$ cat config.mk
export PLATFORM = sky130hd
export DESIGN_NAME = fetch_nextpc
export DESIGN_NICKNAME = d
export VERILOG_FILES = /design/src/rtl/nxpc_pkg.sv /design/src/rtl/nxpc_seq_inc.sv /design/src/rtl/nxpc_branch_calc.sv /design/src/rtl/nxpc_jump_splice.sv /design/src/rtl/nxpc_select.sv /design/src/rtl/fetch_nextpc.sv
export SDC_FILE = /design/constraint.sdc
export NUM_CORES = 1
export LEC_CHECK = 0
export ABC_AREA = 1
export BUFFER_PORTS_ARGS = -buffer_cell sky130_fd_sc_hd__buf_2
export CAP_MARGIN = 40
export CORE_ASPECT_RATIO = 1.75
export CORE_MARGIN = 2
export CORE_UTILIZATION = 56
export CTS_CLUSTER_DIAMETER = 80
export DETAILED_ROUTE_END_ITERATION = 7
export HOLD_SLACK_MARGIN = 0.06
export PLACE_DENSITY = 0.82
export SLEW_MARGIN = 5
export SYNTH_ARGS = -nofsm -noshare
export SYNTH_HDL_FRONTEND = slang
export SYNTH_SLANG_ARGS = --single-unit
export TNS_END_PERCENT = 10
$ cat constraint.sdc
create_clock -name clk -period 3.58 [get_ports clk]
set_clock_uncertainty 0.1 [all_clocks]
set_input_delay 0.716 -clock clk [delete_from_list [all_inputs] [get_ports clk]]
set_output_delay 0.716 -clock clk [all_outputs]
set_load 0.02 [all_outputs]
$ cat src/rtl/nxpc_pkg.sv
package nxpc_pkg;

  // Which successor the selector picked in a cycle.
  typedef enum logic [1:0] {
    SRC_SEQ    = 2'd0,
    SRC_BRANCH = 2'd1,
    SRC_JUMP   = 2'd2
  } nxpc_src_e;

  // Byte-to-word shift of all instruction addresses.
  localparam int unsigned WORD_SHIFT = 2;

endpackage

$ cat src/rtl/nxpc_seq_inc.sv
module nxpc_seq_inc #(
  parameter int unsigned ADDR_W = 32
) (
  input  logic [ADDR_W-1:0] pc_in,
  output logic [ADDR_W-1:0] pc_plus
);
  localparam logic [ADDR_W-1:0] STEP = ADDR_W'(1) << nxpc_pkg::WORD_SHIFT;

  // Wraps naturally modulo 2^ADDR_W.
  always_comb pc_plus = pc_in + STEP;
endmodule

$ cat src/rtl/nxpc_branch_calc.sv
module nxpc_branch_calc #(
  parameter int unsigned ADDR_W = 32,
  parameter int unsigned IMM_W  = 16
) (
  input  logic [ADDR_W-1:0] seq_addr,
  input  logic [IMM_W-1:0]  offset,
  output logic [ADDR_W-1:0] br_addr
);
  localparam int unsigned SH  = nxpc_pkg::WORD_SHIFT;
  localparam int unsigned EXT = ADDR_W - IMM_W - SH;

  logic [ADDR_W-1:0] byte_off;

  // Sign-extend the word offset, then scale it to bytes.
  always_comb begin
    byte_off = {{EXT{offset[IMM_W-1]}}, offset, {SH{1'b0}}};
    br_addr  = seq_addr + byte_off;
  end
endmodule

$ cat src/rtl/nxpc_jump_splice.sv
module nxpc_jump_splice #(
  parameter int unsigned ADDR_W = 32,
  parameter int unsigned TGT_W  = 26
) (
  input  logic [ADDR_W-TGT_W-nxpc_pkg::WORD_SHIFT-1:0] region,
  input  logic [TGT_W-1:0]                             target,
  output logic [ADDR_W-1:0]                            jmp_addr
);
  localparam int unsigned SH = nxpc_pkg::WORD_SHIFT;

  always_comb jmp_addr = {region, target, {SH{1'b0}}};
endmodule

$ cat src/rtl/nxpc_select.sv
module nxpc_select #(
  parameter int unsigned ADDR_W = 32
) (
  input  logic              br_sel,
  input  logic              eq_flag,
  input  logic              jump_en,
  input  logic [ADDR_W-1:0] seq_addr,
  input  logic [ADDR_W-1:0] br_addr,
  input  logic [ADDR_W-1:0] jmp_addr,
  output logic [ADDR_W-1:0] next_pc
);
  import nxpc_pkg::*;

  logic              take_br;
  logic [ADDR_W-1:0] stage1;
  nxpc_src_e         src;

  // First stage: branch versus sequential. Second stage: jump overrides.
  always_comb begin
    take_br = br_sel & eq_flag;
    stage1  = take_br ? br_addr : seq_addr;
    if (jump_en)      src = SRC_JUMP;
    else if (take_br) src = SRC_BRANCH;
    else              src = SRC_SEQ;
    next_pc = (src == SRC_JUMP) ? jmp_addr : stage1;
  end
endmodule

$ cat src/rtl/fetch_nextpc.sv
module fetch_nextpc #(
  parameter int unsigned ADDR_W   = 32,
  parameter int unsigned IMM_W    = 16,
  parameter int unsigned TGT_W    = 26,
  parameter logic [31:0] RESET_PC = 32'h0000_0000
) (
  input  logic              clk,
  input  logic              rst,
  input  logic              br_sel,
  input  logic              eq_flag,
  input  logic              jump_en,
  input  logic [IMM_W-1:0]  imm_off,
  input  logic [TGT_W-1:0]  jmp_field,
  output logic [ADDR_W-1:0] pc_q,
  output logic [ADDR_W-1:0] fetch_addr
);
  localparam int unsigned REGION_W = ADDR_W - TGT_W - nxpc_pkg::WORD_SHIFT;

  logic [ADDR_W-1:0] seq_addr;
  logic [ADDR_W-1:0] br_addr;
  logic [ADDR_W-1:0] jmp_addr;
  logic [ADDR_W-1:0] next_pc;

  nxpc_seq_inc #(.ADDR_W(ADDR_W)) u_inc (
    .pc_in   (pc_q),
    .pc_plus (seq_addr)
  );

  nxpc_branch_calc #(.ADDR_W(ADDR_W), .IMM_W(IMM_W)) u_br (
    .seq_addr (seq_addr),
    .offset   (imm_off),
    .br_addr  (br_addr)
  );

  // Region bits are taken from the sequential address, not the raw counter.
  nxpc_jump_splice #(.ADDR_W(ADDR_W), .TGT_W(TGT_W)) u_jmp (
    .region   (seq_addr[ADDR_W-1 -: REGION_W]),
    .target   (jmp_field),
    .jmp_addr (jmp_addr)
  );

  nxpc_select #(.ADDR_W(ADDR_W)) u_sel (
    .br_sel   (br_sel),
    .eq_flag  (eq_flag),
    .jump_en  (jump_en),
    .seq_addr (seq_addr),
    .br_addr  (br_addr),
    .jmp_addr (jmp_addr),
    .next_pc  (next_pc)
  );

  always_ff @(posedge clk) begin
    if (rst) pc_q <= RESET_PC[ADDR_W-1:0];
    else     pc_q <= next_pc;
  end

  assign fetch_addr = pc_q;
endmodule

======== Word-level counts from Yosys, hierarchy flattened ========
Cells that the tools add are included.
W data, S select, Z words.
cells by class
  order comparisons ....................... 0
  equality and inequality tests ........... 1
  shifts and indexed selects .............. 0
  reductions and logical operators ........ 1
  divide/modulo/power cells ............... 0
  muxes and demuxes ....................... 4
  bitwise logic cells ..................... 1
  $mul .................................... 0
  add/subtract/negate cells ............... 2
operators by type and width
  cell                     number
  $mux W32                 2
  $add A32 B3 Y32 const B  1
  $add A32 B32 Y32         1
  $eq A2 B2 Y1 const B     1
  $mux W2                  1
  $reduce_or A2 Y1         1
  $and A1 B1 Y1            1
  $mux W1                  1
storage, ports and cells
  output and inout port bits .............. 64
  word-level logic and storage cells ...... 11
  bits in latches ......................... 0
  input port bits ......................... 47
  register bits ........................... 32
  bits in writable memories ............... 0
  memories kept ........................... 0
  memory bits (read-only) ................. 0

======== Depth between registers and ports, before layout ========
  word-level depth ........................ 5
  gate-level depth with buffers ........... 22
  depth with buffers taken out ............ 22

======== Cells and area by module ========
Synthesis repeated with hierarchy kept, for this count alone.
unflattened totals
  cell total of the unflattened synthesis .. 1,033
  area, all modules ....................... 5,611.6 um^2
by module, submodules not included
  module            area each (um^2)  instances  cells an instance
  nxpc_branch_calc  2,245.9           1          448
  fetch_nextpc      1,154.9           1          131
  nxpc_select       1,057.3           1          244
  nxpc_seq_inc      909.6             1          177
  nxpc_jump_splice  244.0             1          33

======== Worst setup path after synthesis ========
OpenSTA, ideal clock, no wires.
  path type ............................... register to register
  start ................................... register pc_q[2] (netlist: fetch_addr[2])
  end ..................................... register pc_q[29] (netlist: fetch_addr[29])
  slack ................................... 813 ps
  data required time ...................... 3,371 ps
  cell stages (with the launch flop) ...... 20
  data arrival time ....................... 2,558 ps
  cells stage by stage .................... dfxtp_1 > ha_1 > inv_1 > nor3_4 > nand4_1 > nand2_1 > inv_1 > ha_1 > nand2_1 > inv_1 > nand2_1 > nand2_1 > a21oi_1 > nor2_1 > nor2_1 > nand2_1 > nand2_1 > nand3_1 > nand2_1 > inv_1
between the ends
  cells in the longest elaborated chain, start to end .. 4
RTL lines
  element                 line                    RTL
  from (decl)             fetch_nextpc.sv:14      output logic [ADDR_W-1:0] pc_q,
  from (signal assigned)  fetch_nextpc.sv:53      if (rst) pc_q <= RESET_PC[ADDR_W-1:0];
  from (signal assigned)  fetch_nextpc.sv:54      else pc_q <= next_pc;
  $add A32 B3 Y32 (*)     nxpc_seq_inc.sv:10      always_comb pc_plus = pc_in + STEP;
  $add A32 B32 Y32        nxpc_branch_calc.sv:17  br_addr = seq_addr + byte_off;
  $mux W32                nxpc_select.sv:21       stage1 = take_br ? br_addr : seq_addr;
  $mux W32 (*)            nxpc_select.sv:25       next_pc = (src == SRC_JUMP) ? jmp_addr : stage1;
Every way passes the cells marked *; elsewhere a longest branch is shown, timed or not.
A chain may end at the register's enable or synchronous reset.

======== Worst setup path after layout ========
  start ................................... register pc_q[3] (netlist: fetch_addr[3])
  end ..................................... register pc_q[15] (netlist: fetch_addr[15])
between the ends
  cells in the longest elaborated chain, start to end .. 4
RTL lines
  element              line
  $add A32 B3 Y32 (*)  nxpc_seq_inc.sv:10
  $add A32 B32 Y32     nxpc_branch_calc.sv:17
  $mux W32 (*)         nxpc_select.sv:21
  $mux W32 (*)         nxpc_select.sv:25
Marked as above.

==> impl_summary.log <==
[metrics] Clock Sink Count: 30
[metrics] Seq. cell area: between 600 and 700 µm²
[metrics] Mapped Area: 4877 µm²
[metrics] HPWL reported at the end of detailed placement: 14290 µm
[metrics] syn_area_per_cell: 5.425 µm²
[metrics] area of the multi-input gates: approximately 3300 µm²
[metrics] number of enable flip-flop cells after synthesis: 0
[metrics] share of layout cells above drive strength 1: between 10% and 20%
[metrics] most frequent cell after synthesis: nand2_1
[metrics] maximum buffer depth of the clock tree: 2
[metrics] flip-flop and latch count after synthesis: 30
[metrics] largest stage delay on the critical path: about 0.46 ns
[metrics] count of warnings emitted by yosys: 0
[metrics] Via-to-Cell Ratio: ~5.2
[metrics] data required time at the worst endpoint: roughly 3.6 ns
[metrics] maximum clock frequency: ~300 MHz
[metrics] slack of the critical path: between 0.2 and 0.25 ns
[metrics] post-synthesis to final-layout area growth: 11.78%
[metrics] number of hold buffers added after CTS: 0
[metrics] unrepaired setup endpoints after global routing: false
[metrics] All-Layer GR Usage: a little over a third
[metrics] number of global-route vias before repair: approximately 5400
[metrics] critical path launch point: fetch_addr[3]
[metrics] post-route clock period utilization: 93.27%
[metrics] most area-consuming cells after synthesis: nand2_1, inv_1, dfxtp_1
[metrics] number of standard cells after synthesis: roughly 900
[metrics] post-synthesis cell type count: 39
[metrics] die area: between 9000 and 10000 µm²
[metrics] Setup-failing EPs final: 0
[metrics] Final min period: ~3.3 ns
[metrics] CTS Root Cell: clkbuf_16
[metrics] CP most frequent cell: nand2_1
[metrics] post-route ant nets: 0
[metrics] Max VDD drop: roughly 0.18 mV
[metrics] pre-CTS setup slack: about 0.26 ns
[metrics] proportion of synthesized chip area in sequential cells: between 10% and 20%
[metrics] non-filler instance count after layout: about 1100
[metrics] standard cell core area: between 8000 and 9000 µm²
[metrics] number of instances in the placed design: about 1100
[metrics] placement row count: 45
[metrics] number of fillers in the final layout: ~930
[metrics] antenna fix cells: 0
[metrics] classification of the worst-slack hold path: input pin to flip-flop
[metrics] fin. max-slew vios: 0
[metrics] insertion delay of the later-clocked pin in the worst-skew pair: approximately 0.28 ns
[metrics] run status: complete, no violations
[metrics] most frequent cells after synthesis: nand2_1, inv_1, nor2_1, nand3_1, a21oi_1
[metrics] largest net degree at the start of global routing: 35
[metrics] number of endpoints with negative hold slack in the final report: 0
[metrics] total via count in the routed design: about 5700
[metrics] Critical Path Source Type: flip-flop
[metrics] power density of the placed cells: 287.8 nW/µm²
[metrics] Inserted Clock Buffers: 5
[metrics] cell depth of the worst flop-to-flop path: 16
[metrics] routability congestion estimate: around 1.0
[metrics] WP data arrival: 3.37 ns
[metrics] DRT Pass-1 Iters: 7
[metrics] share of async-settable or async-resettable flops after synthesis: 0%
[metrics] number of flip-flops under the largest register name: 30
[metrics] effective utilization at floorplan: ~57%
[metrics] overall routed net length: between 15000 and 20000 µm
[metrics] antenna violations before repair: 0
[metrics] top cell type's share of synthesized area: approximately a quarter
[metrics] critical path type: flip-flop to flip-flop
[metrics] predominant post-synthesis flop cell: dfxtp_1
[metrics] Vert. Die Dim: 127.5 µm
[metrics] total of buffers placed on input and output ports: about 110
[metrics] r2r startpoint: fetch_addr[3]
[metrics] wire length of the first global-routing pass: roughly 26000 µm
[metrics] Max H-tree Level: 2
[metrics] CTS tree: done
[metrics] worst-case headroom to the max-slew limit: between 50% and 60%
[metrics] Top Ports: ~110
[metrics] count of routing violations after the opening detailed-route iteration: ~400
[metrics] reg2reg end: fetch_addr[15]
[metrics] register-to-register path setup slack: 0.24 ns
[metrics] Routed WL per cell: 15.36 µm
[metrics] Clk pin slew, worst setup/hold paths: 0.06 ns
[metrics] end point of the critical path: fetch_addr[15]
[metrics] aggregate global routing overflow: 0
[metrics] sequence of cells on the critical path: ha_1 -> nand2_2 -> inv_2 -> nand2_2 -> xnor2_1 -> ha_1 -> nand2_1 -> inv_1 -> nand2_1 -> nand2_1 -> nand2_1 -> nand2_1 -> inv_1 -> nand2_1 -> o21ai_0 -> a21oi_1
[metrics] maximum capacitance violations: 0
[metrics] slew at the pin closest to its max-slew limit: between 0.6 and 0.7 ns
[metrics] Final nets: 1061
[metrics] leakage power: 0.003228 µW
[metrics] top fanout value on the critical path: 5
[metrics] capturing element type of the critical path: flip-flop
[metrics] width of the die: between 70 and 80 µm
[metrics] setup TNS: 0 ns
[metrics] DRC Markers: 0
[metrics] cell with the largest stage delay on the worst path: dfxtp_1
[metrics] Yosys top cell by area: nand2_1
## report_power, final
part	internal (µW)	switching (µW)	total, µW
registers	362	41.0	403
clock network	275	158	433
logic	243	490	734
total	880	689	1570
## placed cells by master (no fill, tap or decap), types with 2 or more instances in the layout
cell type  netlist  final
clkbuf_16        0      5
nand2_1        306    306
nand4_1         11     11
xor2_1          13     13
nor3_2           2      2
buf_2            2    106
nand3_1         65     65
nor2_4           3      3
o211ai_1         3      3
nand2_2          9      9
and2_1           5      5
xor2_2           2      2
o21ai_0         33     33
nor3_1           6      6
dfxtp_1         30     29
a31oi_1          5      5
nor2_2           8      8
inv_1          162    162
a21oi_1         45     45
xnor2_1          3      3
conb_1           1      4
nand3b_1         4      4
a21o_1           3      3
or2_2            3      3
ha_1            37     37
inv_2            3      3
nor2_1          77     77
buf_4           34      8
o21bai_1         5      5
## how the worst min path moves through the flow
stage / slack [ns] / start / to / depth (start not counted)
floorplan: 0.64 / fetch_addr[2] / fetch_addr[2] / 3
global placement: 0.60 / fetch_addr[12] / fetch_addr[12] / 3
CTS: 0.56 / jmp_field[2] / fetch_addr[4] / 3
detailed placement: 0.61 / fetch_addr[12] / fetch_addr[12] / 3
finish: 0.55 / jmp_field[2] / fetch_addr[4] / 3
global route: 0.58 / jmp_field[2] / fetch_addr[4] / 3
## critical path: cells and delay by family, from the launching register on
kind	cells	cell delay, ns
AO/OA/AOI/OAI	2	0.60
XOR/XNOR	1	0.38
adder cells (fa/ha/maj)	2	0.65
buffers and inverters	3	0.22
flip-flops	1	0.46
AND/OR/NAND/NOR	8	0.78
## area by class of cell
class / count / share of cell area [%]
clock buffer: 6 / 2.548
clock inverter: 2 / 0.2295
inverter: 165 / 11.36
multi-input combinational: 660 / 61.30
sequential: 30 / 11.04
tap: 117 / 2.685
timing repair buffer: 114 / 10.83
## routing by layer
| layer | track usage, % | vias to the layer above | part of all wire (%) |
|---|---|---|---|
| met4 | 19.43 | 0 | 5.9 |
| met1 | 40.08 | 2502 | 38 |
| li1 | - | 2902 | - |
| met3 | 3.943 | 60 | 5.0 |
| met5 | 0 | - | 0 |
| met2 | 64.91 | 228 | 51 |
## cell families after synthesis
| logic type | after synthesis | share of synthesized area, % |
|---|---|---|
| AOI/OAI and AO/OA | 97 | 10.77 |
| xor gates and xnor gates | 18 | 3.540 |
| adders and majority gates | 38 | 9.902 |
| buffers and inverters | 212 | 19.39 |
| DFF | 30 | 12.31 |
| other | 1 | 0.07689 |
| and+or+nand+nor | 503 | 44.00 |
## what timing repair did
| action | CTS | global route |
|---|---|---|
| endpoints found under the setup margin | 0 | 5 |
| resized for setup | 0 | 1 |
| endpoints found under the hold margin | 0 | 0 |
| setup buffers | 0 | 0 |
## metrics by stage
stage	hold WS [ns]	utilization [%]	area, µm²	power, µW
2_1_floorplan	0.6393	-	4888	940.4
3_3_place_gp	0.6041	61.92	5299	1128
3_5_place_dp	0.6114	61.92	5299	1130
4_1_cts	0.5551	63.68	5450	1557
5_1_grt	0.5810	63.70	5451	1675
6_report	0.5538	63.70	5451	1569
(Power assumes the default switching activity.)
